[src/rtl/dat_pkg.sv]
package dat_pkg;

    typedef enum logic [2:0] {
        RGN_NONE,
        RGN_RAM,
        RGN_ROM,
        RGN_MAP,
        RGN_DEV,
        RGN_PBUS
    } region_e;

    // upper logical byte that bypasses translation
    localparam logic [7:0] FIXED_PAGE  = 8'hFF;
    // row of the fixed page that holds the entry window
    localparam logic [3:0] ENTRY_ROW   = 4'hF;
    // translated page nibbles with special decode
    localparam logic [3:0] NIB_ROMPAGE = 4'hF;
    localparam logic [3:0] NIB_IOPAGE  = 4'hE;
    // 256-byte sub-pages inside the I/O page
    localparam logic [3:0] SUB_DEV     = 4'h0;
    localparam logic [3:0] SUB_PBUS    = 4'h1;

endpackage

[src/rtl/dat_entry_file.sv]
module dat_entry_file #(
    parameter int IDX_W  = 4,
    parameter int PAGE_W = 6
) (
    input  logic              clk,
    input  logic              rst,
    input  logic              we,
    input  logic [IDX_W-1:0]  wr_idx,
    input  logic [PAGE_W-1:0] wdata,
    input  logic [IDX_W-1:0]  rd_idx,
    output logic [PAGE_W-1:0] rd_page
);
    localparam int NUM_ENT = 2 ** IDX_W;

    logic [PAGE_W-1:0] ent_q [NUM_ENT];

    always_ff @(posedge clk) begin
        if (rst) begin
            for (int i = 0; i < NUM_ENT; i++) begin
                ent_q[i] <= PAGE_W'(i);
            end
        end else if (we) begin
            ent_q[wr_idx] <= wdata;
        end
    end

    assign rd_page = ent_q[rd_idx];


    load_lands_chk: assert property (@(posedge clk) disable iff (rst)
        we |=> ent_q[$past(wr_idx)] == $past(wdata));

    for (genvar g = 0; g < NUM_ENT; g++) begin : g_hold

        entry_hold_chk: assert property (@(posedge clk) disable iff (rst)
            !(we && wr_idx == IDX_W'(g)) |=> $stable(ent_q[g]));
    end

endmodule

[src/rtl/dat_region_decode.sv]
module dat_region_decode
    import dat_pkg::*;
#(
    parameter int LA_W = 16
) (
    input  logic            vma,
    input  logic            rw,
    input  logic [LA_W-1:0] addr,
    input  logic [3:0]      page_nib,
    output region_e         region
);
    localparam int OFS_W = LA_W - 4;

    logic       in_fixed;
    logic       rom_half;
    logic [3:0] sub_page;

    assign in_fixed = (addr[LA_W-1 -: 8] == FIXED_PAGE);
    assign rom_half = addr[OFS_W-1];
    assign sub_page = addr[OFS_W-1 -: 4];

    always_comb begin
        region = RGN_NONE;
        if (vma) begin
            if (in_fixed) begin
                region = rw ? RGN_ROM : RGN_MAP;
            end else begin
                unique case (page_nib)
                    NIB_ROMPAGE: region = rom_half ? RGN_ROM : RGN_RAM;
                    NIB_IOPAGE: begin
                        unique case (sub_page)
                            SUB_DEV:  region = RGN_DEV;
                            SUB_PBUS: region = RGN_PBUS;
                            default:  region = RGN_RAM;
                        endcase
                    end
                    default: region = RGN_RAM;
                endcase
            end
        end
    end


    fixed_write_chk: assert final (!(vma && !rw && in_fixed) || region == RGN_MAP);

endmodule

[src/rtl/dat_slot_select.sv]
module dat_slot_select #(
    parameter int SLOT_W = 4
) (
    input  logic                   en,
    input  logic [SLOT_W-1:0]      slot,
    output logic [2**SLOT_W-1:0]   slot_sel
);
    localparam int NUM_SLOTS = 2 ** SLOT_W;

    for (genvar g = 0; g < NUM_SLOTS; g++) begin : g_slot
        assign slot_sel[g] = en && (slot == SLOT_W'(g));
    end

endmodule

[src/rtl/dat_translator.sv]
module dat_translator
    import dat_pkg::*;
#(
    parameter int LA_W   = 16,
    parameter int PA_W   = 18,
    parameter int IDX_W  = 4,
    parameter int SLOT_W = 4
) (
    input  logic                      clk,
    input  logic                      rst,
    input  logic                      cpu_vma,
    input  logic                      cpu_rw,
    input  logic [LA_W-1:0]           cpu_addr,
    input  logic [PA_W-LA_W+IDX_W-1:0] map_wdata,
    output logic [PA_W-1:0]           phys_addr,
    output logic                      ram_sel,
    output logic                      rom_sel,
    output logic                      map_sel,
    output logic                      dev_sel,
    output logic                      pbus_sel,
    output logic [2**SLOT_W-1:0]      slot_sel
);
    localparam int OFS_W  = LA_W - IDX_W;
    localparam int PAGE_W = PA_W - OFS_W;

    region_e           region;
    logic [PAGE_W-1:0] cur_page;
    logic              wr_en;

    dat_entry_file #(.IDX_W(IDX_W), .PAGE_W(PAGE_W)) entries_i (
        .clk     (clk),
        .rst     (rst),
        .we      (wr_en),
        .wr_idx  (cpu_addr[IDX_W-1:0]),
        .wdata   (map_wdata),
        .rd_idx  (cpu_addr[LA_W-1 -: IDX_W]),
        .rd_page (cur_page)
    );

    dat_region_decode #(.LA_W(LA_W)) decode_i (
        .vma      (cpu_vma),
        .rw       (cpu_rw),
        .addr     (cpu_addr),
        .page_nib (cur_page[3:0]),
        .region   (region)
    );

    dat_slot_select #(.SLOT_W(SLOT_W)) slots_i (
        .en       (dev_sel),
        .slot     (cpu_addr[4 +: SLOT_W]),
        .slot_sel (slot_sel)
    );

    assign wr_en     = (region == RGN_MAP) && (cpu_addr[4 +: 4] == ENTRY_ROW);
    assign phys_addr = {cur_page, cpu_addr[OFS_W-1:0]};

    always_comb begin
        ram_sel  = 1'b0;
        rom_sel  = 1'b0;
        map_sel  = 1'b0;
        dev_sel  = 1'b0;
        pbus_sel = 1'b0;
        unique case (region)
            RGN_RAM:  ram_sel  = 1'b1;
            RGN_ROM:  rom_sel  = 1'b1;
            RGN_MAP:  map_sel  = 1'b1;
            RGN_DEV:  dev_sel  = 1'b1;
            RGN_PBUS: pbus_sel = 1'b1;
            default:  ;
        endcase
    end


    idle_quiet_chk: assert property (@(posedge clk) disable iff (rst)
        !cpu_vma |-> !(ram_sel || rom_sel || map_sel || dev_sel || pbus_sel) && slot_sel == '0);


    fixed_rom_chk: assert property (@(posedge clk) disable iff (rst)
        (cpu_vma && cpu_rw && cpu_addr[LA_W-1 -: 8] == FIXED_PAGE) |-> rom_sel);


    slot_match_chk: assert property (@(posedge clk) disable iff (rst)
        dev_sel |-> slot_sel[cpu_addr[4 +: SLOT_W]] && $onehot(slot_sel));


    page_stable_chk: assert property (@(posedge clk) disable iff (rst)
        ($stable(cpu_addr[LA_W-1 -: IDX_W]) && !$past(wr_en))
            |-> $stable(phys_addr[PA_W-1 -: PAGE_W]));

endmodule

[config.mk]
export PLATFORM = sky130hd
export DESIGN_NAME = dat_translator
export DESIGN_NICKNAME = d
export VERILOG_FILES = /design/src/rtl/dat_pkg.sv /design/src/rtl/dat_entry_file.sv /design/src/rtl/dat_region_decode.sv /design/src/rtl/dat_slot_select.sv /design/src/rtl/dat_translator.sv
export SDC_FILE = /design/constraint.sdc
export NUM_CORES = 1
export LEC_CHECK = 0
export BUFFER_PORTS_ARGS = -buffer_cell sky130_fd_sc_hd__buf_4
export CAP_MARGIN = 20
export CORE_MARGIN = 4
export CORE_UTILIZATION = 40
export CTS_CLUSTER_DIAMETER = 40
export CTS_CLUSTER_SIZE = 40
export DETAILED_ROUTE_END_ITERATION = 8
export MAX_ROUTING_LAYER = met4
export SLEW_MARGIN = 20
export SYNTH_ARGS = -nofsm -noshare
export SYNTH_HDL_FRONTEND = slang
export SYNTH_HIERARCHICAL = 1
export SYNTH_SLANG_ARGS = --single-unit
[constraint.sdc]
create_clock -name clk -period 4.39 [get_ports clk]
set_input_delay 0.878 -clock clk [delete_from_list [all_inputs] [get_ports clk]]
set_output_delay 0.878 -clock clk [all_outputs]
set_load 0.005 [all_outputs]
==> impl_metrics.toml, run 1 <==
[yosys]
syn_area_mm2 = 0.004872
synth_ff_type = "edfxtp_1"
synth_top_cells_by_area = "edfxtp_1 59%, mux4_2 11%, and2_1 8.5%, or3_1 3.6%, or2_2 2.1%"
syn-num-nets = 382
ys_async_sr_fraction = 0
synth.avg_cell_area_um2 = 13.69
synth_top_area_share = 0.5917
ys_ff_latch = 96
ys_types = 38
netlist_instances = 356
yosysTopAreaCell = "edfxtp_1"
ys_seq_area_frac = 0.5917
synth_edf_count = 96
yosysWarnings = 6
yosysMostFrequentCell = "edfxtp_1"
synthTopCellsByCount = "96 x edfxtp_1, 66 x and2_1, 28 x or3_1"

[power]
powerDensity_mw_per_mm2 = 328.8
peakVddDrop_v = 0.0001444
power_leakage_uw = 0.002133

[clock_network]
cts-root-buf = "clkbuf_16"
htreeDepth = 3
clock_latency_ns = 0.33
cts_buffers = 9
clk_pin_slew_ns = 0.06
ctsLongestPathBuffers = 2
cts_tree = "done"
cts.sink_count = 96

[die]
initial_core_util = 0.4073
fp.dieW_um = 118.4
ios = 65
die_y_um = 118.4
core_area_mm2 = 0.01196
die_area_mm2 = 0.01401
rows = 40

[global_route]
antenna_found_initial = 1
grt_pass1_vias = 3220
grt_overflow = 0
grt_pass1_wl_um = 18520
track_usage = 0.1800
grt_start_max_net_pins = 21

[detailed_routing]
dr_total_vias = 3170
wl_um = 11860
avgViaCountPerCell = 5.410
drt_iter0_markers = 251
drc = 0
firstDrtPassIters = 4
wl_per_cell_um = 20.23
met2_length_um = 5637
drt-met1-wl_um = 5226
ant_nets = 0
routed.top_layer = "met4"
wl_met3_um = 767

[finish]
area_growth_pct = 22.42
fill_cells = 1029
stdcell_count = 586
top_register = "entries_i/ent_q"
final_core_util = 0.4986
largest_reg_flops = 96
nets = 460
largest_registers = "entries_i/ent_q x96"
drive_gt1_frac = 0.3904

[sta]
tightest_slew_ns = 0.5462
finalHoldViolations = 0
layout_setup_ws_ns = 0.09534
fin_skew_ns = 0.007052
max_freq_ghz = 0.2328
timing.hold.ws_ns = 0.9740
rsz0062_at_grt = "true"
min_period_ns = 4.295
slew_headroom = 0.6350
finalSetupViolations = 0
drv_slew = 0
fin_crit_sh = 0.9783

[place]
dp_hpwl_um = 8829
place_ws_ns = -0.1348
dpl.cell_count = 567
gp_congestion = 0.8241
numPortBuffers = 64

[critical_path]
startpoint_type = "input pin"
cp-end-kind = "primary output"
reg2reg_depth = 16
crit_type = "in -> out"
cp_max_fo = 12
worstPathArrival_ns = 3.42
crit_required_ns = 3.51

[job]
cap_viol_max_count = 0

[min_path]
hold_path_depth = 2
hold_class = "in -> reg"

[outcome]
status = "finished, final reports clean"
==> report_power, final <==
part           switching (uW)  internal [uW]
registers                8.41           1030
clock network             306            430
logic                     101           89.8
==> per-stage QoR <==
stage	TNS (ns)	area, um^2	total power, uW
3_3_place_gp	-0.7016	5630	1235
3_5_place_dp	-2.853	5630	1239
5_1_grt	-0.02393	5964	2043
2_1_floorplan	-0.02455	4936	1152
6_report	0	5964	1961
4_1_cts	0	5927	1971
==> worst max-delay path, cell delays in order <==
cell	delay, ns
buf_16	0.12
mux4_2	0.51
a22oi_2	0.19
nand2_1	0.11
or4_4	0.44
o21ai_2	0.15
a311oi_2	0.14
nor3b_4	0.19
or3b_4	0.44
nor2_2	0.12
buf_4	0.11
==> layer usage <==
layer / vias up / global-route usage
met5: - / -
met4: 0 / 0.05861
met3: 17 / 0.03923
met2: 131 / 0.2858
met1: 1550 / 0.2313
li1: 1472 / -
==> cell families after synthesis <==
family          Yosys count  share of synthesized area
mux                      24                     0.1109
compound gates           15                    0.02311
flops                    96                     0.5917
buf+inv                  36                    0.04340
simple gates            185                     0.2309
==> final timing paths <==
path	startpoint	end	slack [ns]
setup / recovery	cpu_addr[12]	slot_sel[2]	0.1
hold / removal	map_wdata[3]	entries_i/ent_q[12][3]	0.97
setup reg to reg	entries_i/ent_q[2][0]	entries_i/ent_q[0][2]	0.49
hold reg to reg	entries_i/ent_q[4][1]	entries_i/ent_q[1][0]	2.11
==> cell type report <==
class,count,area [um^2],share of cell area
multi-input cells,224,1821,0.3052
well taps,147,183.9,0.03084
inverters,2,7.507,0.001259
diodes,1,2.502,0.0004196
clock inverters,6,51.30,0.008601
repair buffers,101,790.8,0.1326
clock buffers,9,225.2,0.03776
flip-flops and latches,96,2883,0.4833
==> placed cells by master, fill, tap and decap left out, drive strengths merged, types with 2 or more instances in the layout <==
cell type,netlist,final
buf,22,101
nor3,10,10
a22oi,12,12
nor2b,2,2
and2,66,66
nand2b,8,8
inv,2,2
edfxtp,96,96
nand4bb,2,2
nand4,2,2
nand3b,2,2
nor2,25,25
clkbuf,12,9
nand3,3,3
nand2,9,9
and3b,2,2
or2,17,17
or3,28,28
nor3b,3,3
mux4,24,24
clkinv,0,5
==> repair_timing <==
action / CTS / global route
hold buffers: 0 / 0
buffers inserted: 1 / 2
resized for setup: 3 / 4
hold endpoints to repair: 0 / 0
pin swaps: 2 / 3
endpoints found under the setup margin: 5 / 7
Power figures use the tool's default switching activity.
==> inputs of run 2 (changes only) <==
- BUFFER_PORTS_ARGS: -buffer_cell sky130_fd_sc_hd__buf_4 -> default
- DONT_BUFFER_PORTS: default -> 1
- SLEW_MARGIN: 20 -> default
==> run 2 against run 1 <==
Power down 7.0%. Setup slack better by 0.062 ns. Final area down 12%. Routed wire length down 8.2%. Clock power down 5.6%. Fmax up 1.5%. Clock-buffer cell count up 2.
==> impl_metrics.toml, run 2 (synthesis gave the netlist of run 1 again) <==
[place]
gp_congestion = 0.7822
dp_hpwl_um = 7450
numPortBuffers = 0
placed_cell_area_mm2 = 0.004972

[global_route]
grt_pass1_wl_um = 17180
antenna_found_initial = 0
grt_pass1_vias = 2969
track_usage = 0.1655
grt_start_max_net_pins = 26
grt_overflow = 0

[clock_network]
cts-root-buf = "clkbuf_16"
clock_latency_ns = 0.34
htreeDepth = 3
cts_tree = "done"
cts.sink_count = 96
ctsHoldBuffers = 0
clk_pin_slew_ns = 0.06
ctsLongestPathBuffers = 2
cts_buffers = 9

[power]
p_sw_uw = 376.5
p_clk_frac = 0.381
peakVddDrop_v = 0.0001446
share_comb_of_total_power = 0.053
design_power_total_uw = 1824
power_leakage_uw = 0.001672
powerDensity_mw_per_mm2 = 347.0
p_int_uw = 1448
swShare = 0.2064
seqPwrFrac = 0.566

[sta]
finalHoldViolations = 0
slew_headroom = 0.6245
max_freq_ghz = 0.2362
min_period_ns = 4.233
fin_skew_ns = 0.009193
finalSetupViolations = 0
drv_slew = 0
fin_crit_sh = 0.9642
timing.hold.ws_ns = 0.7185
tightest_slew_ns = 0.5618
rsz0062_at_grt = "false"

[critical_path]
crit_chain = "mux4_2 > a22oi_1 > nand2_1 > or4_4 > o21ai_2 > a311oi_4 > nor3b_4 > or3b_4 > nor3_4"
worstPathArrival_ns = 3.35
cpPeakStageDelay_ns = 0.51
crit_start = "cpu_addr[12]"
cp-end-kind = "primary output"
startpoint_type = "input pin"
crit_type = "in -> out"
r2r-start = "entries_i/ent_q[10][2]"
crit_slowest_cell = "mux4_2"
crit_required_ns = 3.51
cp_max_fo = 25

[finish]
top_register = "entries_i/ent_q"
seq_area_mm2 = 0.002883
multi_input_area_mm2 = 0.001837
area_growth_pct = 7.910
drive_gt1_frac = 0.2286
largest_registers = "entries_i/ent_q x96"
final_area_mm2 = 0.005258
layout_commonest_cell = "edfxtp_1"
diodes = 0
final_cell_mix = "96 x edfxtp_1, 66 x and2_1, 28 x or3_1"
nets = 371
largest_reg_flops = 96
fill_cells = 1049
final_core_util = 0.4395

[detailed_routing]
wl_per_cell_um = 21.89
ant_nets = 0
dr_total_vias = 2844
firstDrtPassIters = 4
drt_iter0_markers = 151
avgViaCountPerCell = 5.722
wl_um = 10880
drc = 0

[die]
core_area_mm2 = 0.01196
die_y_um = 118.4
rows = 40
fp.dieW_um = 118.4
initial_core_util = 0.4073
ios = 65
die_area_mm2 = 0.01401

[min_path]
hold_class = "in -> reg"
min_from = "map_wdata[3]"

[outcome]
status = "finished, final reports clean"

[job]
cap_viol_max_count = 0
run 2: changes by cell type in the layout (fill, tap and decap cells not counted), sizes merged:
cell,delta
buf,-89
clkinv,-1
diode,-1
clkinvlp,+1
bufinv,-1
clkbuf,+2
run 2: cell type report:
| cell class | count | area share |
|---|---|---|
| Clock buffer | 11 | 0.04426 |
| Clock inverter | 5 | 0.004522 |
| Inverter | 2 | 0.001428 |
| Multi-Input combinational cell | 224 | 0.3494 |
| Sequential cell | 96 | 0.5483 |
| Tap cell | 147 | 0.03498 |
| Timing Repair Buffer | 12 | 0.01713 |
run 2: worst max-delay path: cells and delay by family:
kind,cells,cell delay (ns)
compound gates,3,0.53
mux,1,0.51
simple gates,5,1.43
run 2: worst paths after layout:
check / end / slack [ns] / cells after the start
setup / recovery: slot_sel[0] / 0.16 / 9
hold / removal: entries_i/ent_q[8][3] / 0.72 / 1
setup reg to reg: entries_i/ent_q[11][1] / 0.65 / 10
hold reg to reg: entries_i/ent_q[5][0] / 2.05 / 10
run 2: layer usage:
metal  vias to the layer above  global-route usage  wire (um)
met2                       104              0.2522       5071
met1                      1442              0.2178       4875
met5                         -                   -          0
met4                         0             0.06667        213
met3                        11             0.03397        720
li1                       1287                   -          -
run 2: stage by stage:
stage | setup slack, ns | setup TNS (ns) | std cells
3_5_place_dp | 0.1462 | 0 | 481
6_report | 0.1572 | 0 | 497
2_1_floorplan | -0.02455 | -0.02455 | 356
4_1_cts | 0.1458 | 0 | 497
5_1_grt | 0.01559 | 0 | 497
3_3_place_gp | 0.1719 | 0 | 481
run 2: power groups by stage:
stage	sequential [uW]	clock (uW)	combinational [uW]
2_1_floorplan	1050	0	104
3_3_place_gp	1050	0	94.2
3_5_place_dp	1050	0	95.7
4_1_cts	1030	699	95.8
5_1_grt	1030	744	106
6_report	1030	695	97.4
run 2: what timing repair did:
action                                  in CTS  in global routing
endpoints found under the setup margin       0                  1
resized for setup                            0                  4
buffers inserted                             0                  0
==> inputs of run 3 (changes only) <==
- SYNTH_HIERARCHICAL: 1 -> default
==> run 3 against run 2 <==
Via count is 11% higher. Flip-flop and latch count stayed put. Clock-buffer cell count shrank 1. First-iteration DRC count rose to 2.7 times the previous value. Non-clock buffer count down 11. Sequential share of layout area decreased by 0.31 points. Fmax rose by 19%. Utilization down 0.48 points. Highest routed layer unchanged.
==> impl_metrics.toml, run 3 <==
[critical_path]
cp-end-kind = "primary output"
crit_cells = 6
crit_family = "compound AO/OA/AOI/OAI gates"
crit_start = "cpu_addr[13]"
crit_slowest_cell = "a2111oi_4"
crit_required_ns = 3.51
crit_chain = "mux4_2 > nor2_1 > a211oi_2 > a31oi_2 > a2111oi_4 > and4_1"
startpoint_type = "input pin"
cpPeakStageDelay_ns = 0.62
crit_type = "in -> out"
cp_max_fo = 26
cp_num_buf_inv = 0
worstPathArrival_ns = 2.68
endpoint = "slot_sel[6]"

[die]
die_area_mm2 = 0.01439
rows = 40
fp.dieW_um = 119.9
die_y_um = 119.9
core_area_mm2 = 0.01216
ios = 65
initial_core_util = 0.4121

[power]
power_leakage_uw = 0.001722
powerDensity_mw_per_mm2 = 367.2
peakVddDrop_v = 0.0002026

[yosys]
syn_area_mm2 = 0.005012
netlist_instances = 389
ys_seq_area_frac = 0.5751
synth_ff_type = "edfxtp_1"
ys_ff_latch = 96
ys_types = 43
yosysMostFrequentCell = "edfxtp_1"
synth_top_cells_by_area = "edfxtp_1 58%, mux4_2 10%, nor2_1 6.1%, nand2_1 3.9%, buf_4 2.4%"
syn-num-nets = 415
synth_edf_count = 96
synthTopCellsByCount = "96 x edfxtp_1, 81 x nor2_1, 52 x nand2_1"
yosysWarnings = 0
synth.avg_cell_area_um2 = 12.89
ys_async_sr_fraction = 0
yosysTopAreaCell = "edfxtp_1"
synth_top_area_share = 0.5751

[detailed_routing]
avgViaCountPerCell = 5.799
firstDrtPassIters = 5
drc = 0
drt_iter0_markers = 410
wl_um = 12220
ant_nets = 0
wl_per_cell_um = 22.55
dr_total_vias = 3143

[place]
gp_congestion = 0.8439
dp_hpwl_um = 8759
dpl.cell_count = 526
numPortBuffers = 0

[finish]
area_growth_pct = 5.492
largest_reg_flops = 96
stdcell_count = 542
final_cell_mix = "96 x edfxtp_1, 81 x nor2_1, 52 x nand2_1"
layout_commonest_cell = "edfxtp_1"
nets = 395
largest_registers = "entries_i.ent_q x96"
diodes = 0
top_register = "entries_i.ent_q"
drive_gt1_frac = 0.1551

[job]
cap_viol_max_count = 0

[global_route]
track_usage = 0.1821
grt_start_max_net_pins = 27
antenna_found_initial = 0
grt_overflow = 0
grt_pass1_vias = 3106
grt_pass1_wl_um = 19040

[min_path]
hold_class = "in -> reg"

[clock_network]
cts_buffers = 9
cts_tree = "done"
htreeDepth = 3
clk_pin_slew_ns = 0.07
ctsLongestPathBuffers = 2
postCtsSetupRepairBufs = 0
postCtsResizedCells = 0
cts.sink_count = 96
cts-root-buf = "clkbuf_16"
ctsHoldBuffers = 0

[sta]
min_period_ns = 3.557
tightest_slew_ns = 0.9326
drv_slew = 0
finalHoldViolations = 0
fin_tns_setup_ns = 0
slew_headroom = 0.3783
rsz0062_at_grt = "false"
fin_crit_sh = 0.8102
finalSetupViolations = 0
max_freq_ghz = 0.2811

[outcome]
status = "finished, final reports clean"
[run 3: worst min-delay path by stage]
stage | startpoint | to | slack, ns | cells past startpoint
after CTS | map_wdata[0] | entries_i.ent_q[3][0] | 0.72 | 2
after global placement | map_wdata[0] | entries_i.ent_q[5][0] | 1.07 | 2
after global routing | map_wdata[0] | entries_i.ent_q[15][0] | 0.73 | 2
final | map_wdata[0] | entries_i.ent_q[3][0] | 0.73 | 2
after detailed placement | map_wdata[0] | entries_i.ent_q[3][0] | 1.07 | 2
after floorplan | map_wdata[1] | entries_i.ent_q[10][1] | 1.06 | 2
[run 3: metal layers]
| metal | up-vias | track usage | part of all wire |
|---|---|---|---|
| li1 | 1394 | - | - |
| met1 | 1548 | 0.2456 | 0.42 |
| met2 | 183 | 0.2761 | 0.47 |
| met3 | 18 | 0.04053 | 0.088 |
| met4 | 0 | 0.05798 | 0.021 |
| met5 | - | - | 0 |
[run 3: cell families (layout without fill, tap and decap cells)]
| group | after synthesis | in the layout | synth area share |
|---|---|---|---|
| AOI/OAI and AO/OA | 28 | 28 | 0.04668 |
| buffers and inverters | 35 | 20 | 0.04543 |
| DFF | 96 | 96 | 0.5751 |
| muxes | 33 | 33 | 0.1313 |
| and+or+nand+nor | 197 | 197 | 0.2014 |
[run 3: where the power goes]
part	internal (uW)	switching [uW]
clock	388	349
combinational	64.0	76.0
sequential	1050	14.8
total	1500	440
[run 3: per-stage QoR]
step	worst slack (ns)	power [uW]	util	instance area, um^2	hold WS, ns
3_3_place_gp	0.8625	1223	0.4122	5014	1.073
4_1_cts	0.8458	1943	0.4348	5288	0.7208
2_1_floorplan	0.8559	1214	-	5012	1.061
3_5_place_dp	0.8458	1225	0.4122	5014	1.075
5_1_grt	0.6775	2005	0.4348	5288	0.7262
6_report	0.8331	1942	0.4348	5288	0.7267
[run 3: final cells by class]
type                       instances  area [um^2]
fill                            1118         6874
sequential                        96         2883
multi-input combinational        258         1902
clock buffer                      10        229.0
tap                              168        210.2
clock inverter                     6        45.04
inverter                           3        11.26
timing repair buffer               1        7.507
